===== config.mk =====
export PLATFORM = sky130hd
export DESIGN_NAME = mdio_master
export DESIGN_NICKNAME = d
export VERILOG_FILES = /design/src/rtl/mdio_master_pkg.sv /design/src/rtl/mdio_clkgen.sv /design/src/rtl/mdio_frame.sv /design/src/rtl/mdio_regs.sv /design/src/rtl/mdio_master.sv
export SDC_FILE = /design/constraint.sdc
export NUM_CORES = 1
export LEC_CHECK = 0
export BUFFER_PORTS_ARGS = -buffer_cell sky130_fd_sc_hd__buf_2
export CAP_MARGIN = 20
export CORE_MARGIN = 2
export CORE_UTILIZATION = 50
export CTS_CLUSTER_SIZE = 12
export DETAILED_ROUTE_END_ITERATION = 7
export PLACE_DENSITY = 0.79
export SETUP_SLACK_MARGIN = 0.15
export SLEW_MARGIN = 0
export SYNTH_ARGS = -nofsm -noshare
export SYNTH_HDL_FRONTEND = slang
export SYNTH_SLANG_ARGS = --single-unit

===== constraint.sdc =====
create_clock -name clk_i -period 8.4 [get_ports clk_i]
set_input_delay 0 -clock clk_i [delete_from_list [all_inputs] [get_ports clk_i]]
set_output_delay 0 -clock clk_i [all_outputs]
set_load 0.03 [all_outputs]

===== src/rtl/mdio_master_pkg.sv =====
package mdio_master_pkg;
  localparam int unsigned PRE_LEN   = 32;
  localparam int unsigned HDR_LEN   = 14;  // start + opcode + phy + reg
  localparam int unsigned TA_LEN    = 2;
  localparam int unsigned DAT_LEN   = 16;
  localparam int unsigned FRAME_LEN = HDR_LEN + TA_LEN + DAT_LEN;

  localparam logic [5:0] OFS_CMD  = 6'h00;
  localparam logic [5:0] OFS_WDAT = 6'h08;
  localparam logic [5:0] OFS_RDAT = 6'h10;
  localparam logic [5:0] OFS_CFG  = 6'h18;
  localparam logic [5:0] OFS_EN   = 6'h20;

  typedef struct packed {
    logic [1:0] op;
    logic [4:0] phy;
    logic [4:0] dev;
  } cmd_t;

  typedef struct packed {
    logic       c45;
    logic [4:0] smp_ext;
    logic       smp_mode;
    logic       idle;
    logic       pre;
    logic [3:0] smp;
    logic [7:0] phase;
  } cfg_t;

  typedef struct packed {
    logic       legal;
    logic       rd;
    logic [1:0] wop;
  } opdec_t;

  function automatic opdec_t op_decode(input logic c45, input logic [1:0] op);
    opdec_t d;
    d = '0;
    if (!c45) begin
      case (op)
        2'd0: d = '{legal: 1'b1, rd: 1'b0, wop: 2'b01};
        2'd1: d = '{legal: 1'b1, rd: 1'b1, wop: 2'b10};
        default: d = '0;
      endcase
    end else begin
      case (op)
        2'd0: d = '{legal: 1'b1, rd: 1'b0, wop: 2'b00};
        2'd1: d = '{legal: 1'b1, rd: 1'b0, wop: 2'b01};
        2'd3: d = '{legal: 1'b1, rd: 1'b1, wop: 2'b11};
        default: d = '0;
      endcase
    end
    return d;
  endfunction
endpackage


===== src/rtl/mdio_clkgen.sv =====
module mdio_clkgen #(
  parameter int PHASE_W = 8
) (
  input  logic               clk_i,
  input  logic               rst_ni,
  input  logic               run_i,
  input  logic [PHASE_W-1:0] phase_i,
  input  logic               idle_lvl_i,
  output logic               mdc_o,
  output logic               rise_o,
  output logic               fall_o
);
  logic [PHASE_W-1:0] cnt_q, lim;
  logic               hi_q, wrap;

  always_comb begin
    lim  = (phase_i == '0) ? PHASE_W'(1) : phase_i;
    wrap = (cnt_q >= lim - PHASE_W'(1));
  end

  assign rise_o = run_i && wrap && !hi_q;
  assign fall_o = run_i && wrap && hi_q;
  assign mdc_o  = run_i ? hi_q : idle_lvl_i;

  always_ff @(posedge clk_i or negedge rst_ni) begin
    if (!rst_ni) begin
      cnt_q <= '0;
      hi_q  <= 1'b0;
    end else if (!run_i) begin
      cnt_q <= '0;
      hi_q  <= 1'b0;
    end else if (wrap) begin
      cnt_q <= '0;
      hi_q  <= ~hi_q;
    end else begin
      cnt_q <= cnt_q + PHASE_W'(1);
    end
  end
endmodule


===== src/rtl/mdio_frame.sv =====
module mdio_frame
  import mdio_master_pkg::*;
(
  input  logic               clk_i,
  input  logic               rst_ni,
  input  logic               start_i,
  input  logic               abort_i,
  input  logic               c45_i,
  input  logic               rd_i,
  input  logic [1:0]         wop_i,
  input  logic [4:0]         phy_i,
  input  logic [4:0]         dev_i,
  input  logic [DAT_LEN-1:0] payload_i,
  input  logic               pre_i,
  input  logic               rise_i,
  input  logic               fall_i,
  input  logic               mdio_i,
  output logic               busy_o,
  output logic               done_o,
  output logic               mdio_o,
  output logic               mdio_oe_o,
  output logic [DAT_LEN-1:0] rd_data_o,
  output logic               rd_ok_o
);
  localparam int CNT_W = $clog2(PRE_LEN + FRAME_LEN + 1);

  logic                 busy_q, rd_q, ta_low_q;
  logic [CNT_W-1:0]     idx_q, pre_len_q, last, pos;
  logic [FRAME_LEN-1:0] fw_q;
  logic [DAT_LEN-1:0]   rsh_q;
  logic                 in_body, released;

  always_comb begin
    last     = pre_len_q + CNT_W'(FRAME_LEN - 1);
    in_body  = (idx_q >= pre_len_q);
    pos      = idx_q - pre_len_q;
    released = rd_q && in_body && (pos >= CNT_W'(HDR_LEN));
  end

  assign busy_o    = busy_q;
  assign done_o    = busy_q && fall_i && (idx_q == last) && !abort_i;
  assign mdio_o    = (!busy_q || !in_body) ? 1'b1 : fw_q[FRAME_LEN-1];
  assign mdio_oe_o = busy_q && !released;
  assign rd_data_o = rsh_q;
  assign rd_ok_o   = ta_low_q;

  always_ff @(posedge clk_i or negedge rst_ni) begin
    if (!rst_ni) begin
      busy_q    <= 1'b0;
      rd_q      <= 1'b0;
      ta_low_q  <= 1'b0;
      idx_q     <= '0;
      pre_len_q <= '0;
      fw_q      <= '0;
      rsh_q     <= '0;
    end else if (abort_i) begin
      busy_q <= 1'b0;
    end else if (start_i) begin
      busy_q    <= 1'b1;
      rd_q      <= rd_i;
      ta_low_q  <= 1'b0;
      idx_q     <= '0;
      rsh_q     <= '0;
      pre_len_q <= pre_i ? CNT_W'(PRE_LEN) : '0;
      fw_q      <= {(c45_i ? 2'b00 : 2'b01), wop_i, phy_i, dev_i,
                    (rd_i ? 2'b11 : 2'b10),
                    (rd_i ? {DAT_LEN{1'b1}} : payload_i)};
    end else if (busy_q) begin
      if (rise_i) begin
        if (rd_q && in_body && pos == CNT_W'(HDR_LEN + 1))
          ta_low_q <= ~mdio_i;
        if (rd_q && in_body && pos >= CNT_W'(HDR_LEN + TA_LEN))
          rsh_q <= {rsh_q[DAT_LEN-2:0], mdio_i};
      end
      if (fall_i) begin
        if (idx_q == last) busy_q <= 1'b0;
        else               idx_q  <= idx_q + CNT_W'(1);
        if (in_body) fw_q <= {fw_q[FRAME_LEN-2:0], 1'b0};
      end
    end
  end
endmodule


===== src/rtl/mdio_regs.sv =====
module mdio_regs
  import mdio_master_pkg::*;
#(
  parameter int ADDR_W = 6,
  parameter int DATA_W = 64
) (
  input  logic               clk_i,
  input  logic               rst_ni,
  input  logic               we_i,
  input  logic [ADDR_W-1:0]  addr_i,
  input  logic [DATA_W-1:0]  wdata_i,
  output logic [DATA_W-1:0]  rdata_o,
  input  logic               done_i,
  input  logic [DAT_LEN-1:0] rd_data_i,
  input  logic               rd_ok_i,
  output logic               start_o,
  output logic               c45_o,
  output logic               rd_o,
  output logic [1:0]         wop_o,
  output logic [4:0]         phy_o,
  output logic [4:0]         dev_o,
  output logic [DAT_LEN-1:0] payload_o,
  output logic               pre_o,
  output logic [7:0]         phase_o,
  output logic               idle_o,
  output logic               en_o,
  output logic               pend_rd_o,
  output logic               pend_wr_o
);
  cmd_t               cmd_q, cmd_new;
  cfg_t               cfg_q;
  opdec_t             dec;
  logic [DAT_LEN-1:0] wdat_q, rdat_q;
  logic               en_q, pend_rd_q, pend_wr_q, val_rd_q, val_wr_q;
  logic               hit_cmd, launch;
  logic               unused_bits;

  assign unused_bits = ^{wdata_i[DATA_W-1:25], wdata_i[23:21], wdata_i[14],
                         wdata_i[7:5], wdata_i[15:13]};

  always_comb begin
    cmd_new = '{op: wdata_i[17:16], phy: wdata_i[12:8], dev: wdata_i[4:0]};
    dec     = op_decode(cfg_q.c45, cmd_new.op);
    hit_cmd = we_i && (addr_i == ADDR_W'(OFS_CMD));
    launch  = hit_cmd && en_q && !pend_rd_q && !pend_wr_q && dec.legal;
  end

  assign start_o   = launch;
  assign c45_o     = cfg_q.c45;
  assign rd_o      = dec.rd;
  assign wop_o     = dec.wop;
  assign phy_o     = cmd_new.phy;
  assign dev_o     = cmd_new.dev;
  assign payload_o = wdat_q;
  assign pre_o     = cfg_q.pre;
  assign phase_o   = cfg_q.phase;
  assign idle_o    = cfg_q.idle;
  assign en_o      = en_q;
  assign pend_rd_o = pend_rd_q;
  assign pend_wr_o = pend_wr_q;

  always_ff @(posedge clk_i or negedge rst_ni) begin
    if (!rst_ni) begin
      cmd_q     <= '0;
      cfg_q     <= '0;
      wdat_q    <= '0;
      rdat_q    <= '0;
      en_q      <= 1'b0;
      pend_rd_q <= 1'b0;
      pend_wr_q <= 1'b0;
      val_rd_q  <= 1'b0;
      val_wr_q  <= 1'b0;
    end else begin
      if (we_i && addr_i == ADDR_W'(OFS_WDAT)) wdat_q <= wdata_i[DAT_LEN-1:0];
      if (we_i && addr_i == ADDR_W'(OFS_EN))   en_q   <= wdata_i[0];
      if (we_i && addr_i == ADDR_W'(OFS_CFG)) begin
        cfg_q.phase    <= wdata_i[7:0];
        cfg_q.smp      <= wdata_i[11:8];
        cfg_q.pre      <= wdata_i[12];
        cfg_q.idle     <= wdata_i[13];
        cfg_q.smp_mode <= wdata_i[15];
        cfg_q.smp_ext  <= wdata_i[20:16];
        cfg_q.c45      <= wdata_i[24];
      end
      if (launch) begin
        cmd_q <= cmd_new;
        if (dec.rd) begin
          pend_rd_q <= 1'b1;
          val_rd_q  <= 1'b0;
        end else begin
          pend_wr_q <= 1'b1;
          val_wr_q  <= 1'b0;
        end
      end
      if (done_i) begin
        if (pend_rd_q) begin
          rdat_q   <= rd_data_i;
          val_rd_q <= rd_ok_i;
        end
        if (pend_wr_q) val_wr_q <= 1'b1;
        pend_rd_q <= 1'b0;
        pend_wr_q <= 1'b0;
      end
      if (!en_q) begin
        pend_rd_q <= 1'b0;
        pend_wr_q <= 1'b0;
      end
    end
  end

  always_comb begin
    rdata_o = '0;
    case (addr_i)
      ADDR_W'(OFS_CMD): begin
        rdata_o[17:16] = cmd_q.op;
        rdata_o[12:8]  = cmd_q.phy;
        rdata_o[4:0]   = cmd_q.dev;
      end
      ADDR_W'(OFS_WDAT): begin
        rdata_o[17]           = pend_wr_q;
        rdata_o[16]           = val_wr_q;
        rdata_o[DAT_LEN-1:0]  = wdat_q;
      end
      ADDR_W'(OFS_RDAT): begin
        rdata_o[17]           = pend_rd_q;
        rdata_o[16]           = val_rd_q;
        rdata_o[DAT_LEN-1:0]  = rdat_q;
      end
      ADDR_W'(OFS_CFG): begin
        rdata_o[7:0]   = cfg_q.phase;
        rdata_o[11:8]  = cfg_q.smp;
        rdata_o[12]    = cfg_q.pre;
        rdata_o[13]    = cfg_q.idle;
        rdata_o[15]    = cfg_q.smp_mode;
        rdata_o[20:16] = cfg_q.smp_ext;
        rdata_o[24]    = cfg_q.c45;
      end
      ADDR_W'(OFS_EN): rdata_o[0] = en_q;
      default: rdata_o = '0;
    endcase
  end
endmodule


===== src/rtl/mdio_master.sv =====
module mdio_master
  import mdio_master_pkg::*;
#(
  parameter int ADDR_W = 6,
  parameter int DATA_W = 64
) (
  input  logic              clk_i,
  input  logic              rst_ni,
  input  logic              bus_we_i,
  input  logic [ADDR_W-1:0] bus_addr_i,
  input  logic [DATA_W-1:0] bus_wdata_i,
  output logic [DATA_W-1:0] bus_rdata_o,
  output logic              mdc_o,
  input  logic              mdio_i,
  output logic              mdio_o,
  output logic              mdio_oe_o
);
  localparam int PHASE_W = 8;

  logic               start_w, c45_w, rd_w, pre_w, idle_w, en_w;
  logic               pend_rd_w, pend_wr_w;
  logic [1:0]         wop_w;
  logic [4:0]         phy_w, dev_w;
  logic [DAT_LEN-1:0] payload_w, rd_data_w;
  logic [PHASE_W-1:0] phase_w;
  logic               busy_w, done_w, rd_ok_w, rise_w, fall_w;

  mdio_regs #(.ADDR_W(ADDR_W), .DATA_W(DATA_W)) u_regs (
    .clk_i     (clk_i),
    .rst_ni    (rst_ni),
    .we_i      (bus_we_i),
    .addr_i    (bus_addr_i),
    .wdata_i   (bus_wdata_i),
    .rdata_o   (bus_rdata_o),
    .done_i    (done_w),
    .rd_data_i (rd_data_w),
    .rd_ok_i   (rd_ok_w),
    .start_o   (start_w),
    .c45_o     (c45_w),
    .rd_o      (rd_w),
    .wop_o     (wop_w),
    .phy_o     (phy_w),
    .dev_o     (dev_w),
    .payload_o (payload_w),
    .pre_o     (pre_w),
    .phase_o   (phase_w),
    .idle_o    (idle_w),
    .en_o      (en_w),
    .pend_rd_o (pend_rd_w),
    .pend_wr_o (pend_wr_w)
  );

  mdio_clkgen #(.PHASE_W(PHASE_W)) u_clk (
    .clk_i      (clk_i),
    .rst_ni     (rst_ni),
    .run_i      (busy_w),
    .phase_i    (phase_w),
    .idle_lvl_i (idle_w),
    .mdc_o      (mdc_o),
    .rise_o     (rise_w),
    .fall_o     (fall_w)
  );

  mdio_frame u_frame (
    .clk_i     (clk_i),
    .rst_ni    (rst_ni),
    .start_i   (start_w),
    .abort_i   (!en_w),
    .c45_i     (c45_w),
    .rd_i      (rd_w),
    .wop_i     (wop_w),
    .phy_i     (phy_w),
    .dev_i     (dev_w),
    .payload_i (payload_w),
    .pre_i     (pre_w),
    .rise_i    (rise_w),
    .fall_i    (fall_w),
    .mdio_i    (mdio_i),
    .busy_o    (busy_w),
    .done_o    (done_w),
    .mdio_o    (mdio_o),
    .mdio_oe_o (mdio_oe_o),
    .rd_data_o (rd_data_w),
    .rd_ok_o   (rd_ok_w)
  );
endmodule


# After elaboration in Yosys (flattened, before gate mapping)
# Cells that the tools add are included.
# totals
reg_bits	144
inputBits	74
out_inout_bits	67
# op_classes
add_sub_neg	5
magnitude_cmp	4
n_eq_ne	13
muxes	61
n_bitwise	2
n_reduce_logical	43
# op_table
operator	n
2-to-1 mux 32 bit	4
2-to-1 mux 16 bit	5
2-to-1 mux 1 bit	32
2-to-1 mux 7 bit	4
2-to-1 mux 8 bit	3
case mux 5 bit (4 select lines)	1
logical AND 1 bit	19
case mux 4 bit (4 select lines)	1
AND reduction 4 bit	4
equality test 6 x 5 -> 1 bit, second input constant	2
case mux 4 bit (3 select lines)	1
nonzero test 2 bit	6
case mux 3 bit (3 select lines)	1
adder 8 x 1 -> 8 bit, second input constant	1
greater-or-equal comparator 8 bit	1
logical NOT 8 bit	1
case mux 2 bit (4 select lines)	1
case mux 4 bit (2 select lines)	1
AND reduction 2 bit	4
subtractor 8 x 1 -> 8 bit, second input constant	1
adder 7 x 1 -> 7 bit, second input constant	1
adder 7 x 5 -> 7 bit, second input constant	1
equality test 7 x 4 -> 1 bit, second input constant	1
equality test 7 bit	1
22 further kinds	31

# Longest topological paths before layout
# depth
ltp_word	11
ltp_mapped	15
mapped_depth_nobuf	12

# Modules after synthesis
# From an unflattened synthesis, not the netlist that was laid out.
# hier_totals
cells_unflattened	732
area_unflattened_um2	7713.6
# modules_own_cells
module	n_inst	cells_per_inst	area_each_um2	seq_area_each_um2
mdio_regs	1	336	3747.3	1751.7
mdio_frame	1	317	3210.6	1476.4
mdio_clkgen	1	78	752.0	225.2
mdio_master	1	1	3.8	0.0

# Worst setup path before layout
# Ideal clock, no wire load.
# synth_path
path_kind	register to register
from	reg u_regs.cfg_q, in the netlist u_regs.phase_o[3]
to	reg u_regs.rdat_q[8]
setup_ns	0.127
arrival_time_ns	3.346
required_ns	8.273
setup_slack_ns	4.927
stages_incl_launch_ff	14
n_path_buf	1
path_cell_list	dfrtp_1 nor4_1 a31oi_1 ha_1 nand2b_1 nor2_1 xnor2_1 ha_1 nand2_1 a211o_1 o21bai_1 nand4_1 clkbuf_1 mux2_1
# synth_between
elab_chain_cells	10
# synth_lines
item	line_no	source
start, declared	mdio_regs.sv:31	cfg_t cfg_q;
logical NOT 8 bit	mdio_clkgen.sv:17	lim = (phase_i == '0) ? PHASE_W'(1) : phase_i;
2-to-1 mux 8 bit (*)	mdio_clkgen.sv:17	
subtractor 8 x 1 -> 8 bit (*)	mdio_clkgen.sv:18	wrap = (cnt_q >= lim - PHASE_W'(1));
greater-or-equal comparator 8 bit (*)	mdio_clkgen.sv:18	
logical AND 1 bit (*) (2 in series)	mdio_clkgen.sv:22	assign fall_o = run_i && wrap && hi_q;
logical AND 1 bit (*) (3 in series)	mdio_frame.sv:41	assign done_o = busy_q && fall_i && (idx_q == last) && !abort_i;
AND reduction 2 bit (no line) (*)	n/a	
end signal, assigned	mdio_regs.sv:97	rdat_q <= rd_data_i;
end, declared	mdio_regs.sv:33	logic [DAT_LEN-1:0] wdat_q, rdat_q;
# Mark *: on every way between the ends. The rest lies on a longest branch, timed or not.
# A chain may end at the register's enable or synchronous reset.

# Worst setup path after layout
# layout_path
from	reg u_regs.cfg_q, in the netlist u_regs.phase_o[3]
to	reg u_regs.rdat_q[9]
# Same word-level chain as after synthesis.

==> flow_metrics.py <==
metrics = {
    "global_route": {
        "antenna_found_initial": 0,
        "overflow": 0,
        "grt_max_degree": 73,
        "grt_pass1_vias": 5519,
        "grt_usage_pct": 23.6,
        "grt_pass1_wl_um": 27600,
    },
    "clock_network": {
        "h-tree-depth": 4,
        "cts.clk_slew.worst_paths_ps": 60,
        "root_buffer": "clkbuf_16",
        "cts_hold_buf": 24,
        "clock_latency_ps": 420,
        "cts_buffers": 17,
        "cts_tree": "built",
        "numClockSinks": 138,
        "cts-resized-gates": 0,
        "cts_buffer_depth": 2,
        "postCtsSetupBuffers": 0,
    },
    "detailed_routing": {
        "detail_route.drc_violations": 0,
        "route.vias.total": 5796,
        "dr.pass1.iters": 5,
        "ant_nets": 0,
        "drt-wirelength-per-cell_um": 19.1,
        "wl_um": 17900,
        "vias_per_cell": 6.20,
        "drt-initial-drc-count": 526,
    },
    "place": {
        "place_congestion": 0.845,
        "dp_cells": 879,
        "hpwl_um": 11400,
        "pre_cts_ws_ps": 4020,
        "numPortBuffers": 56,
    },
    "critical_path": {
        "crit_arrival_ps": 5020,
        "critPathSlowestCell": "nand4_1",
        "slowest_delay_ps": 900,
        "crit_fanout": 35,
        "start_kind": "register",
        "crit_required_ps": 8700,
        "worst_setup_path_end_kind": "register",
        "reg2reg_depth": 13,
        "path_class": "reg -> reg",
        "path_cells": "nor4_1 -> a31oi_1 -> ha_1 -> nand2b_1 -> nor4_1 -> xnor2_1 -> ha_1 -> nand2_1 -> o21ai_0 -> o21bai_2 -> buf_4 -> nand4_1 -> mux2_1",
    },
    "final_layout": {
        "fillers": 1096,
        "area_growth_pct": 14.8,
        "antennaDiodeCount": 0,
        "instances_no_fill": 935,
        "final_common_cell": "dfrtp_1",
        "final_net_count": 831,
        "layout_common_cells": "dfrtp_1 (138), nand2_1 (62), nor2_1 (57)",
        "drive_above_1_share_pct": 20.7,
        "fin_util_pct": 59.0,
    },
    "flow_run": {
        "drv_cap": 0,
    },
    "synth": {
        "synth_edf_count": 0,
        "synth_area_leaders": "dfrtp_1 (48%), mux2_2 (8.5%), buf_4 (4.4%), a41oi_1 (3.5%), o31ai_1 (3.3%)",
        "yosysWarnings": 0,
        "synth_seq_area_share_pct": 48.0,
        "synth_area_um2": 7190,
        "synth_cells": 689,
        "yosys.area.top_type": "dfrtp_1",
        "syn_area_per_cell_um2": 10.4,
        "ys_ff_latch": 138,
        "ys_async_sr_fraction_pct": 100,
        "synth_top_area_share_pct": 48.0,
        "ys_dominant_reg_cell": "dfrtp_1",
        "synth_cell_types": 55,
    },
    "sta": {
        "maxSlewHeadroom_pct": 29.6,
        "fin_tns_setup_ps": 0,
        "fin_crit_ps": 4720,
        "slew_viol_final": 0,
        "timing.fmax_mhz": 212,
        "rsz0062_at_grt": "no",
        "worst_slew_pin_slew_ps": 1050,
        "final_hold_viol_count": 0,
        "clock_skew_ps": 9.56,
        "finalSetupViolCount": 0,
        "layout_setup_ws_ps": 3680,
        "finalCritPeriodShare_pct": 56.2,
    },
    "floorplanning": {
        "fp-row-count": 43,
        "die_height_um": 124,
        "dieArea_um2": 15400,
        "core_area_um2": 14000,
        "initial_core_util_pct": 51.4,
        "ios": 141,
        "die-width_um": 124,
    },
    "power_and_ir_drop": {
        "leakagePower_nw": 3.86,
        "clkPwrFrac_pct": 44.9,
        "p_int_mw": 1.23,
        "p_sw_uw": 425,
        "powerDensity_nw_per_um2": 201,
        "swShare_pct": 25.6,
        "power_frac_seq_pct": 43.6,
        "peakVddDrop_uv": 155,
        "power_mw": 1.66,
        "combPwrFrac_pct": 11.5,
    },
    "hold_path": {
        "hold_depth": 4,
        "hold_class": "in -> reg",
    },
    "outcome": {
        "status": "finished clean",
    },
}
## power by group through the flow
stage          Sequential, mW  Clock [mW]  Combinational, mW
2_1_floorplan           0.720           0              0.143
3_3_place_gp            0.730           0              0.169
3_5_place_dp            0.732           0              0.176
4_1_cts                 0.721       0.750              0.190
5_1_grt                 0.725       0.782              0.210
6_report                0.722       0.743              0.191
## final cells by class
cell class / instances / area (um^2) / share of cell area, %
clock buffers: 21 / 450 / 5.46
clock inverters: 10 / 125 / 1.52
well taps: 180 / 225 / 2.73
repair buffers: 91 / 617 / 7.47
flip-flops and latches: 138 / 3450 / 41.8
multi-input cells: 484 / 3340 / 40.5
inverters: 11 / 41.3 / 0.500
## worst max-delay path: cells and delay by family, from the launching register on
kind	cells	cell delay, ps
and+or+nand+nor	5	1630
AOI/OAI and AO/OA	3	720
muxes	1	650
adders and majority gates	2	600
DFF	1	460
buffers and inverters	1	360
xor gates and xnor gates	1	140
## cells in the mapped netlist (2+ instances only)
master,instances
a41oi_1,29
nor3_1,6
nand4_1,3
buf_1,6
clkbuf_1,46
nand3_1,13
or4_1,5
buf_2,2
mux2_2,54
a221o_1,12
buf_4,42
dfrtp_1,138
a21oi_1,34
xor2_1,7
mux2i_1,22
nand2_1,62
nor2_1,57
o31ai_1,32
a211o_1,2
o211a_1,2
ha_1,14
or3_1,5
and3_1,11
o21ai_1,6
o21ai_0,6
nor4_1,4
inv_1,11
xnor2_1,7
a32o_1,17
nand2b_1,4
a21boi_1,2
a31oi_1,4
mux2_1,2
## metal layers
| layer | track usage [%] | share of wire [%] | vias up |
|---|---|---|---|
| met5 | 0 | 0 | - |
| met4 | 8.50 | 2.4 | 0 |
| met3 | 5.95 | 6.9 | 42 |
| met2 | 38.2 | 49 | 275 |
| met1 | 30.9 | 42 | 2922 |
| li1 | - | - | 2557 |
## sequential cells by signal, indices dropped and copies added (netlist names)
register / count
u_clk.cnt_q: 8
u_clk.hi_q: 1
u_frame.busy_o: 1
u_frame.fw_q: 32
u_frame.idx_q: 7
u_frame.pre_len_q: 1
u_frame.rd_data_o: 16
u_frame.rd_ok_o: 1
u_frame.rd_q: 1
u_regs.c45_o: 1
u_regs.cfg_q: 10
u_regs.cmd_q: 12
u_regs.en_o: 1
u_regs.idle_o: 1
u_regs.payload_o: 16
u_regs.pend_rd_o: 1
u_regs.pend_wr_o: 1
u_regs.phase_o: 8
u_regs.pre_o: 1
u_regs.rdat_q: 16
u_regs.val_rd_q: 1
u_regs.val_wr_q: 1
## worst paths after layout
kind	startpoint	endpoint	slack, ps
setup / recovery	u_regs.phase_o[3]	u_regs.rdat_q[9]	3680
hold / removal	bus_we_i	u_regs.en_o	50
setup reg to reg	u_regs.phase_o[3]	u_regs.rdat_q[9]	3680
hold reg to reg	u_regs.cmd_q[4]	u_regs.cmd_q[4]	480
max in group asynchronous	rst_ni	u_frame.rd_data_o[8]	6910
min in group asynchronous	rst_ni	u_clk.cnt_q[6]	130
## through the flow
step	cell area, um^2	hold WS (ps)
6_report	8260	48.2
4_1_cts	8240	34.8
5_1_grt	8260	39.0
2_1_floorplan	7340	-296
3_3_place_gp	7420	28.5
3_5_place_dp	7430	38.3
## cells by family after synthesis
logic type               Yosys count  share of synthesized area [%]
flip-flops                       138                           48.0
buffers and inverters            108                           7.97
other                              1                         0.0522
XOR/XNOR                          14                           1.71
multiplexers                      78                           11.8
AO/OA/AOI/OAI                    158                           16.6
adder cells (fa/ha/maj)           14                           2.44
AND/OR/NAND/NOR                  178                           11.4
No activity file was read; power rests on OpenSTA's default activity.
